File: src/rtl/ser9_pkg.sv
package ser9_pkg;
   typedef enum logic [1:0] {
      RATE_DIV16 = 2'd0,
      RATE_DIV32 = 2'd1,
      RATE_EXT   = 2'd2
   } rate_e;
endpackage

File: src/rtl/ser9_tick_gen.sv
module ser9_tick_gen #(
   parameter ser9_pkg::rate_e RATE = ser9_pkg::RATE_DIV16
) (
   input  logic clk,
   input  logic rst_n,
   input  logic ext_tick,
   output logic tick
);
   generate
      if (RATE == ser9_pkg::RATE_DIV16) begin : g_div16
         logic unused_in;
         assign unused_in = ^{clk, rst_n, ext_tick};
         assign tick = 1'b1;
      end else if (RATE == ser9_pkg::RATE_DIV32) begin : g_div32
         logic half;
         logic unused_in;
         assign unused_in = ext_tick;
         always_ff @(posedge clk) begin
            if (!rst_n) half <= 1'b0;
            else        half <= ~half;
         end
         assign tick = half;
      end else begin : g_ext
         logic unused_in;
         assign unused_in = ^{clk, rst_n};
         assign tick = ext_tick;
      end
   endgenerate
endmodule

File: src/rtl/ser9_bit_timer.sv
module ser9_bit_timer #(
   parameter int OVERSAMPLE = 16
) (
   input  logic clk,
   input  logic rst_n,
   input  logic tick,
   output logic roll
);
   localparam int CW = (OVERSAMPLE > 2) ? $clog2(OVERSAMPLE) : 1;
   localparam logic [CW-1:0] LAST = CW'(OVERSAMPLE - 1);

   generate
      if (OVERSAMPLE < 2) begin : g_bad_os
         $error("OVERSAMPLE must be at least 2");
      end
   endgenerate

   logic [CW-1:0] cnt;

   always_ff @(posedge clk) begin
      if (!rst_n)    cnt <= '0;
      else if (tick) cnt <= (cnt == LAST) ? '0 : cnt + 1'b1;
   end

   assign roll = tick && (cnt == LAST);

   AST_CNT_RANGE: assert property (@(posedge clk) disable iff (!rst_n)
      cnt <= LAST);
   AST_ROLL_WRAPS: assert property (@(posedge clk) disable iff (!rst_n)
      roll |=> (cnt == '0));
endmodule

File: src/rtl/ser9_tx_core.sv
module ser9_tx_core #(
   parameter int DATA_W = 8
) (
   input  logic              clk,
   input  logic              rst_n,
   input  logic              roll,
   input  logic              wr_en,
   input  logic [DATA_W-1:0] wr_data,
   input  logic              wr_bit9,
   input  logic              done_clr,
   output logic              txd,
   output logic              busy,
   output logic              done
);
   localparam int SR_W = DATA_W + 1;

   generate
      if (DATA_W < 2) begin : g_bad_w
         $error("DATA_W must be at least 2");
      end
   endgenerate

   logic [SR_W-1:0] sr;
   logic            req;
   logic            send;
   logic            data_ph;
   logic            marked;
   logic            accept;
   logic            frame_end;
   logic            fin;

   assign busy      = req | send;
   assign accept    = wr_en & ~busy;
   assign frame_end = marked && sr[1] && (sr[SR_W-1:2] == '0);
   assign fin       = roll && send && data_ph && frame_end;

   always_ff @(posedge clk) begin
      if (!rst_n) begin
         sr      <= '0;
         req     <= 1'b0;
         send    <= 1'b0;
         data_ph <= 1'b0;
         marked  <= 1'b0;
         done    <= 1'b0;
      end else begin
         if (accept) begin
            sr  <= {wr_bit9, wr_data};
            req <= 1'b1;
         end
         if (roll) begin
            if (req && !send) begin
               send    <= 1'b1;
               req     <= 1'b0;
               data_ph <= 1'b0;
               marked  <= 1'b0;
            end else if (send && !data_ph) begin
               data_ph <= 1'b1;
            end else if (send) begin
               sr     <= {~marked, sr[SR_W-1:1]};
               marked <= 1'b1;
               if (frame_end) begin
                  send    <= 1'b0;
                  data_ph <= 1'b0;
               end
            end
         end
         if (fin)           done <= 1'b1;
         else if (done_clr) done <= 1'b0;
      end
   end

   always_comb begin
      txd = 1'b1;
      if (send) txd = data_ph ? sr[0] : 1'b0;
   end

   AST_IDLE_HIGH: assert property (@(posedge clk) disable iff (!rst_n)
      !busy |-> txd);
   AST_START_ON_ROLL: assert property (@(posedge clk) disable iff (!rst_n)
      $rose(send) |-> ($past(roll) && $past(req)));
   AST_DONE_AT_END: assert property (@(posedge clk) disable iff (!rst_n)
      $rose(done) |-> $fell(send));
   AST_DONE_STICKY: assert property (@(posedge clk) disable iff (!rst_n)
      (done && !done_clr) |=> done);
   AST_SR_FROZEN: assert property (@(posedge clk) disable iff (!rst_n)
      (busy && !roll) |=> $stable(sr));
endmodule

File: src/rtl/ser9_tx.sv
module ser9_tx #(
   parameter int              DATA_W     = 8,
   parameter int              OVERSAMPLE = 16,
   parameter ser9_pkg::rate_e RATE       = ser9_pkg::RATE_DIV16
) (
   input  logic              clk,
   input  logic              rst_n,
   input  logic              ext_tick,
   input  logic              wr_en,
   input  logic [DATA_W-1:0] wr_data,
   input  logic              wr_bit9,
   input  logic              done_clr,
   output logic              txd,
   output logic              busy,
   output logic              done
);
   logic tick;
   logic roll;

   ser9_tick_gen #(.RATE(RATE)) u_tick (
      .clk(clk), .rst_n(rst_n), .ext_tick(ext_tick), .tick(tick)
   );

   ser9_bit_timer #(.OVERSAMPLE(OVERSAMPLE)) u_timer (
      .clk(clk), .rst_n(rst_n), .tick(tick), .roll(roll)
   );

   ser9_tx_core #(.DATA_W(DATA_W)) u_core (
      .clk(clk), .rst_n(rst_n), .roll(roll),
      .wr_en(wr_en), .wr_data(wr_data), .wr_bit9(wr_bit9),
      .done_clr(done_clr), .txd(txd), .busy(busy), .done(done)
   );
endmodule

File: config.mk
export PLATFORM = sky130hd
export DESIGN_NAME = ser9_tx
export DESIGN_NICKNAME = d
export VERILOG_FILES = /design/src/rtl/ser9_pkg.sv /design/src/rtl/ser9_tick_gen.sv /design/src/rtl/ser9_bit_timer.sv /design/src/rtl/ser9_tx_core.sv /design/src/rtl/ser9_tx.sv
export SDC_FILE = /design/constraint.sdc
export NUM_CORES = 1
export LEC_CHECK = 0
export BUFFER_PORTS_ARGS = -buffer_cell sky130_fd_sc_hd__buf_2
export CAP_MARGIN = 10
export CORE_ASPECT_RATIO = 0.75
export CORE_UTILIZATION = 34
export CTS_BUF_LIST = sky130_fd_sc_hd__clkbuf_8
export DETAILED_ROUTE_END_ITERATION = 6
export PLACE_DENSITY = 0.6
export SLEW_MARGIN = 5
export SYNTH_ARGS = -nofsm -noshare
export SYNTH_HDL_FRONTEND = slang
export SYNTH_SLANG_ARGS = --single-unit
File: constraint.sdc
create_clock -name clk -period 1.5 [get_ports clk]
set_input_delay 0.3 -clock clk [delete_from_list [all_inputs] [get_ports clk]]
set_output_delay 0.3 -clock clk [all_outputs]
set_load 0.1 [all_outputs]
## Yosys cells after proc, flatten, opt, wreduce, memory -nomap -nowiden

Cells that the tools add are included.

| word-level totals | value |
|---|---|
| ROM bits | 0 |
| memories kept | 0 |
| memory bits (writable) | 0 |
| register bits | 18 |
| output and inout port bits | 3 |
| logic and storage cells | 56 |
| latch bits | 0 |
| input bits | 14 |

| cells by class | value |
|---|---|
| $mul | 0 |
| reductions and logical operators | 18 |
| bitwise gates (word level) | 5 |
| shift-type cells | 0 |
| add/subtract/negate cells | 1 |
| magnitude comparators | 0 |
| muxes and demuxes | 23 |
| div/mod/pow operators | 0 |
| eq/ne operators | 2 |

Operator list:

| cell | count |
|---|---|
| $mux W9 | 5 |
| $mux W1 | 18 |
| $logic_and A1 B1 Y1 | 7 |
| $logic_not A7 Y1 | 1 |
| $reduce_and A3 Y1 | 2 |
| $reduce_bool A3 Y1 | 2 |
| $add A4 B1 Y4 const B | 1 |
| $eq A4 B4 Y1 const B | 1 |
| $reduce_bool A2 Y1 | 2 |
| $not A1 Y1 | 3 |
| $logic_not A1 Y1 | 2 |
| $ne A2 B1 Y1 const B | 1 |
| $reduce_and A2 Y1 | 1 |
| $reduce_or A2 Y1 | 1 |
| $and A1 B1 Y1 | 1 |
| $or A1 B1 Y1 | 1 |

## Longest topological paths before layout

| depth | value |
|---|---|
| depth in word-level cells | 8 |
| gate-level depth with buffers | 5 |
| gate-level depth less buffers | 4 |

## Cells and area by module

A second synthesis with hierarchy kept.

| unflattened totals | value |
|---|---|
| cell total of the unflattened synthesis | 104 |
| area total of the unflattened synthesis | 879.6 µm² |

By module, submodules not included:

| module | instances | area each (µm²) | sequential area each (µm²) | cells each |
|---|---|---|---|---|
| ser9_tx_core | 1 | 671.9 | 280.3 | 83 |
| ser9_bit_timer | 1 | 196.4 | 80.1 | 19 |
| ser9_tick_gen | 1 | 11.3 | 0.0 | 2 |

## Worst setup path after synthesis

OpenSTA, ideal clock, no wires.

| timing | value |
|---|---|
| path kind | register -> output |
| start | register u_core.send |
| end | output busy |
| path buffers | 1 |
| path slack | 74 ps |
| data required time | 1200 ps |
| arrival | 1126 ps |
| stages on the path, launching flop included | 4 |
| cells stage by stage | dfxtp_1 buf_2 nor2_1 inv_1 |

| on the way | value |
|---|---|
| cells in the longest elaborated chain, start to end | 1 |

RTL lines:

| element | line | RTL |
|---|---|---|
| start, declared | ser9_tx_core.sv:25 | `logic send;` |
| start signal, assigned | ser9_tx_core.sv:41 | `send <= 1'b0;` |
| start signal, assigned | ser9_tx_core.sv:52 | `send <= 1'b1;` |
| start signal, assigned | ser9_tx_core.sv:62 | `send <= 1'b0;` |
| $or A1 B1 Y1 | ser9_tx_core.sv:32 | `assign busy = req \| send;` |
| end, declared | ser9_tx.sv:14 | `output logic busy,` |

Every way passes these cells.

## Worst setup path in the final report

| timing | value |
|---|---|
| start | register u_timer.cnt[0] |
| end | register u_core.sr[2] |

| on the way | value |
|---|---|
| cells in the longest elaborated chain, start to end | 2 |

RTL lines:

| element | line | RTL |
|---|---|---|
| start, declared | ser9_bit_timer.sv:18 | `logic [CW-1:0] cnt;` |
| start signal, assigned | ser9_bit_timer.sv:22 | `else if (tick) cnt <= (cnt == LAST) ? '0 : cnt + 1'b1;` |
| $eq A4 B4 Y1 | ser9_bit_timer.sv:25 | `assign roll = tick && (cnt == LAST);` |
| $mux W9 | ser9_tx_core.sv:50 | `if (roll) begin` |
| end signal, assigned | ser9_tx_core.sv:47 | `sr <= {wr_bit9, wr_data};` |
| end signal, assigned | ser9_tx_core.sv:59 | `sr <= {~marked, sr[SR_W-1:1]};` |
| end, declared | ser9_tx_core.sv:23 | `logic [SR_W-1:0] sr;` |

Every way passes these cells.
A chain may end at the register's enable or synchronous reset.

==> reports/qor.csv <==
metric,value,unit
grt_max_degree,22,
total_power,1.04,mW
start_kind,flop,
slowest_delay,0.39,ns
cts_hold_buf,0,
drt_iter0_markers,13,
grt_first_pass_wirelength,3.02,mm
hold_viol,0,
worstMarginPinSlew,0.535,ns
worstHoldPathType,primary input to flop,
die_area,0.00266,mm2
synth-seq-cells,18,
antenna_left,0,
critPathKind,flop to flop,
end_kind,flop,
period_minus_slack,1.41,ns
placed_area,971,um2
syn_inst,89,
slew-limit-headroom,0.644,
rows,15,
syn_area,835,um2
pre_cts_slack,0.0587,ns
die_h,44.9,um
avgViaCountPerCell,5.04,
critPathSlowestCell,dfxtp_1,
setup_viol,0,
clockRootBuffer,clkbuf_8,
arrival,1.60,ns
crit_fanout,9,
area_delta_synth_final,23.2,%
drt_pass1_iterations,4,
cts-htree-levels,1,
clockBufferDepth,2,
cp.required,1.69,ns
fin_nets,121,
maxSlewViolCount,0,
holdWs,0.329,ns
place_congestion,0.743,
cap_violations,0,
io_buffers,15,
tns,0,ns
ys_types,31,
antenna_found_initial,0,
fin_crit_sh,0.939,
fin_skew,0.00419,ns
first_global_vias,665,
coreArea,0.00231,mm2
die_w,59.2,um
hpwlAfterDp,1.24,mm
wl_per_cell,12.3,um
clkLatencyLatePin,0.25,ns
yosys_warnings,0,
power.leakage,0.447,nW
path_cells,"ha_1, and3_1, nand3_2, a21oi_1",
drive_above_1_share,0.229,
io_pins,17,
fin_area,0.00103,mm2
status,completed,
grt-ovfl-total,0,
post_cts_resized,0,
cts.sinks,18,
track_usage,0.151,
routed_wirelength,1.72,mm
rsz0062_at_grt,yes,
syn_avg_cell_area,9.38,um2
fmax,710,MHz
start_util,0.362,
route.detailed.drc,0,
ir_worst_vdd,0.350,mV
diodes,0,
post-route-worst-setup-slack,0.0909,ns
yosysSeqAreaShare,0.432,
cts.clk_slew.worst_paths,0.07,ns
post-cts-setup-buffers,0,
power_density,1010,mW/mm2
cts_buffers,3,
cts_tree,yes,
num_vias,700,
synth_nets,104,
## worst max-delay path, delay by kind of cell (launching register included)
| family | cells | cell delay (ns) |
|---|---|---|
| adders and majority gates | 1 | 0.26 |
| DFF | 1 | 0.39 |
| AOI/OAI and AO/OA | 1 | 0.19 |
| and+or+nand+nor | 2 | 0.51 |
## flip-flops by register name (all words and copies together) (netlist names)
| name | flops |
|---|---|
| u_core.done | 1 |
| u_core.send | 1 |
| u_core.marked | 1 |
| u_core.sr | 9 |
| u_core.data_ph | 1 |
| u_core.req | 1 |
| u_timer.cnt | 4 |
## power breakdown
group | internal (mW) | switching, mW
combinational | 0.0565 | 0.0602
clock | 0.233 | 0.164
sequential | 0.503 | 0.0210
## area by class of cell
| class | count | area [um2] |
|---|---|---|
| multi-input cells | 62 | 432 |
| repair buffers | 18 | 128 |
| fillers | 238 | 1280 |
| inverters | 3 | 11.3 |
| flip-flops and latches | 18 | 360 |
| clock buffers | 4 | 55.1 |
| well taps | 34 | 42.5 |
## layout by cell type, fill, tap and decap left out, drive strengths merged
master / netlist / final
nand4b: 1 / 1
a41o: 1 / 1
o31ai: 9 / 9
a21boi: 2 / 2
nor4: 1 / 1
nand2: 6 / 6
nand3: 3 / 3
nor2: 2 / 2
mux2i: 9 / 9
xor2: 1 / 1
and3: 2 / 2
inv: 3 / 3
and4b: 1 / 1
o211ai: 1 / 1
a21oi: 11 / 11
o21ai: 4 / 4
or3b: 1 / 1
and3b: 1 / 1
ha: 1 / 1
dfxtp: 18 / 18
and4: 1 / 1
clkbuf: 2 / 4
nor4bb: 1 / 1
buf: 4 / 18
a31oi: 1 / 1
o22ai: 1 / 1
and2: 1 / 1
## per-layer routing
layer | routed length (um) | part of all wire | track usage | vias to the layer above
met5 | 0 | 0 | 0 | -
met4 | 17 | 0.0099 | 0.0429 | 0
met1 | 930 | 0.54 | 0.219 | 323
li1 | - | - | - | 362
met3 | 40 | 0.023 | 0.0344 | 4
met2 | 727 | 0.42 | 0.225 | 11
## stage by stage
step	util	std cells
CTS	0.444	139
detailed placement	0.421	135
finish	0.446	139
global route	0.446	139
floorplan	-	89
global placement	0.421	135
## cells by family after synthesis
group                    Yosys count  synth area share
adder cells (fa/ha/maj)            1            0.0150
AND/OR/NAND/NOR                   21             0.156
flip-flops                        18             0.432
XOR/XNOR                           1            0.0105
multiplexers                       9             0.108
buffers and inverters              9            0.0540
AO/OA/AOI/OAI                     30             0.225
## cell usage after synthesis
cell type	instances	area share
o211ai_1	1	0.0090
and2_1	1	0.0075
and3b_1	1	0.010
o21ai_0	3	0.018
a21boi_0	1	0.0090
dfxtp_1	18	0.43
nand3_2	1	0.012
buf_2	3	0.018
nor2_1	2	0.0090
inv_1	3	0.013
nand2_1	6	0.027
or3b_1	1	0.010
nor4bb_1	1	0.012
and4b_1	1	0.012
and4_1	1	0.010
ha_1	1	0.015
nor4_1	1	0.0075
buf_6	1	0.013
a31oi_1	1	0.0075
and3_1	2	0.015
nand4b_1	1	0.010
o22ai_1	1	0.0075
a21oi_1	11	0.066
a41o_1	1	0.012
o21ai_1	1	0.0060
clkbuf_1	2	0.0090
mux2i_1	9	0.11
o31ai_1	9	0.081
nand3_1	2	0.012
xor2_1	1	0.010
a21boi_1	1	0.0090
## final timing paths
path	endpoint	start	slack (ns)	cells after the start
max	u_core.sr[2]$_SDFF_PN0_	u_timer.cnt[0]$_SDFF_PP0_	0.09	4
min	u_core.sr[5]$_SDFF_PN0_	wr_data[5]	0.33	3
max reg2reg	u_core.sr[2]$_SDFF_PN0_	u_timer.cnt[0]$_SDFF_PP0_	0.09	4
min reg2reg	u_timer.cnt[0]$_SDFF_PP0_	u_timer.cnt[0]$_SDFF_PP0_	0.49	1
No activity file was read; power rests on OpenSTA's default activity.
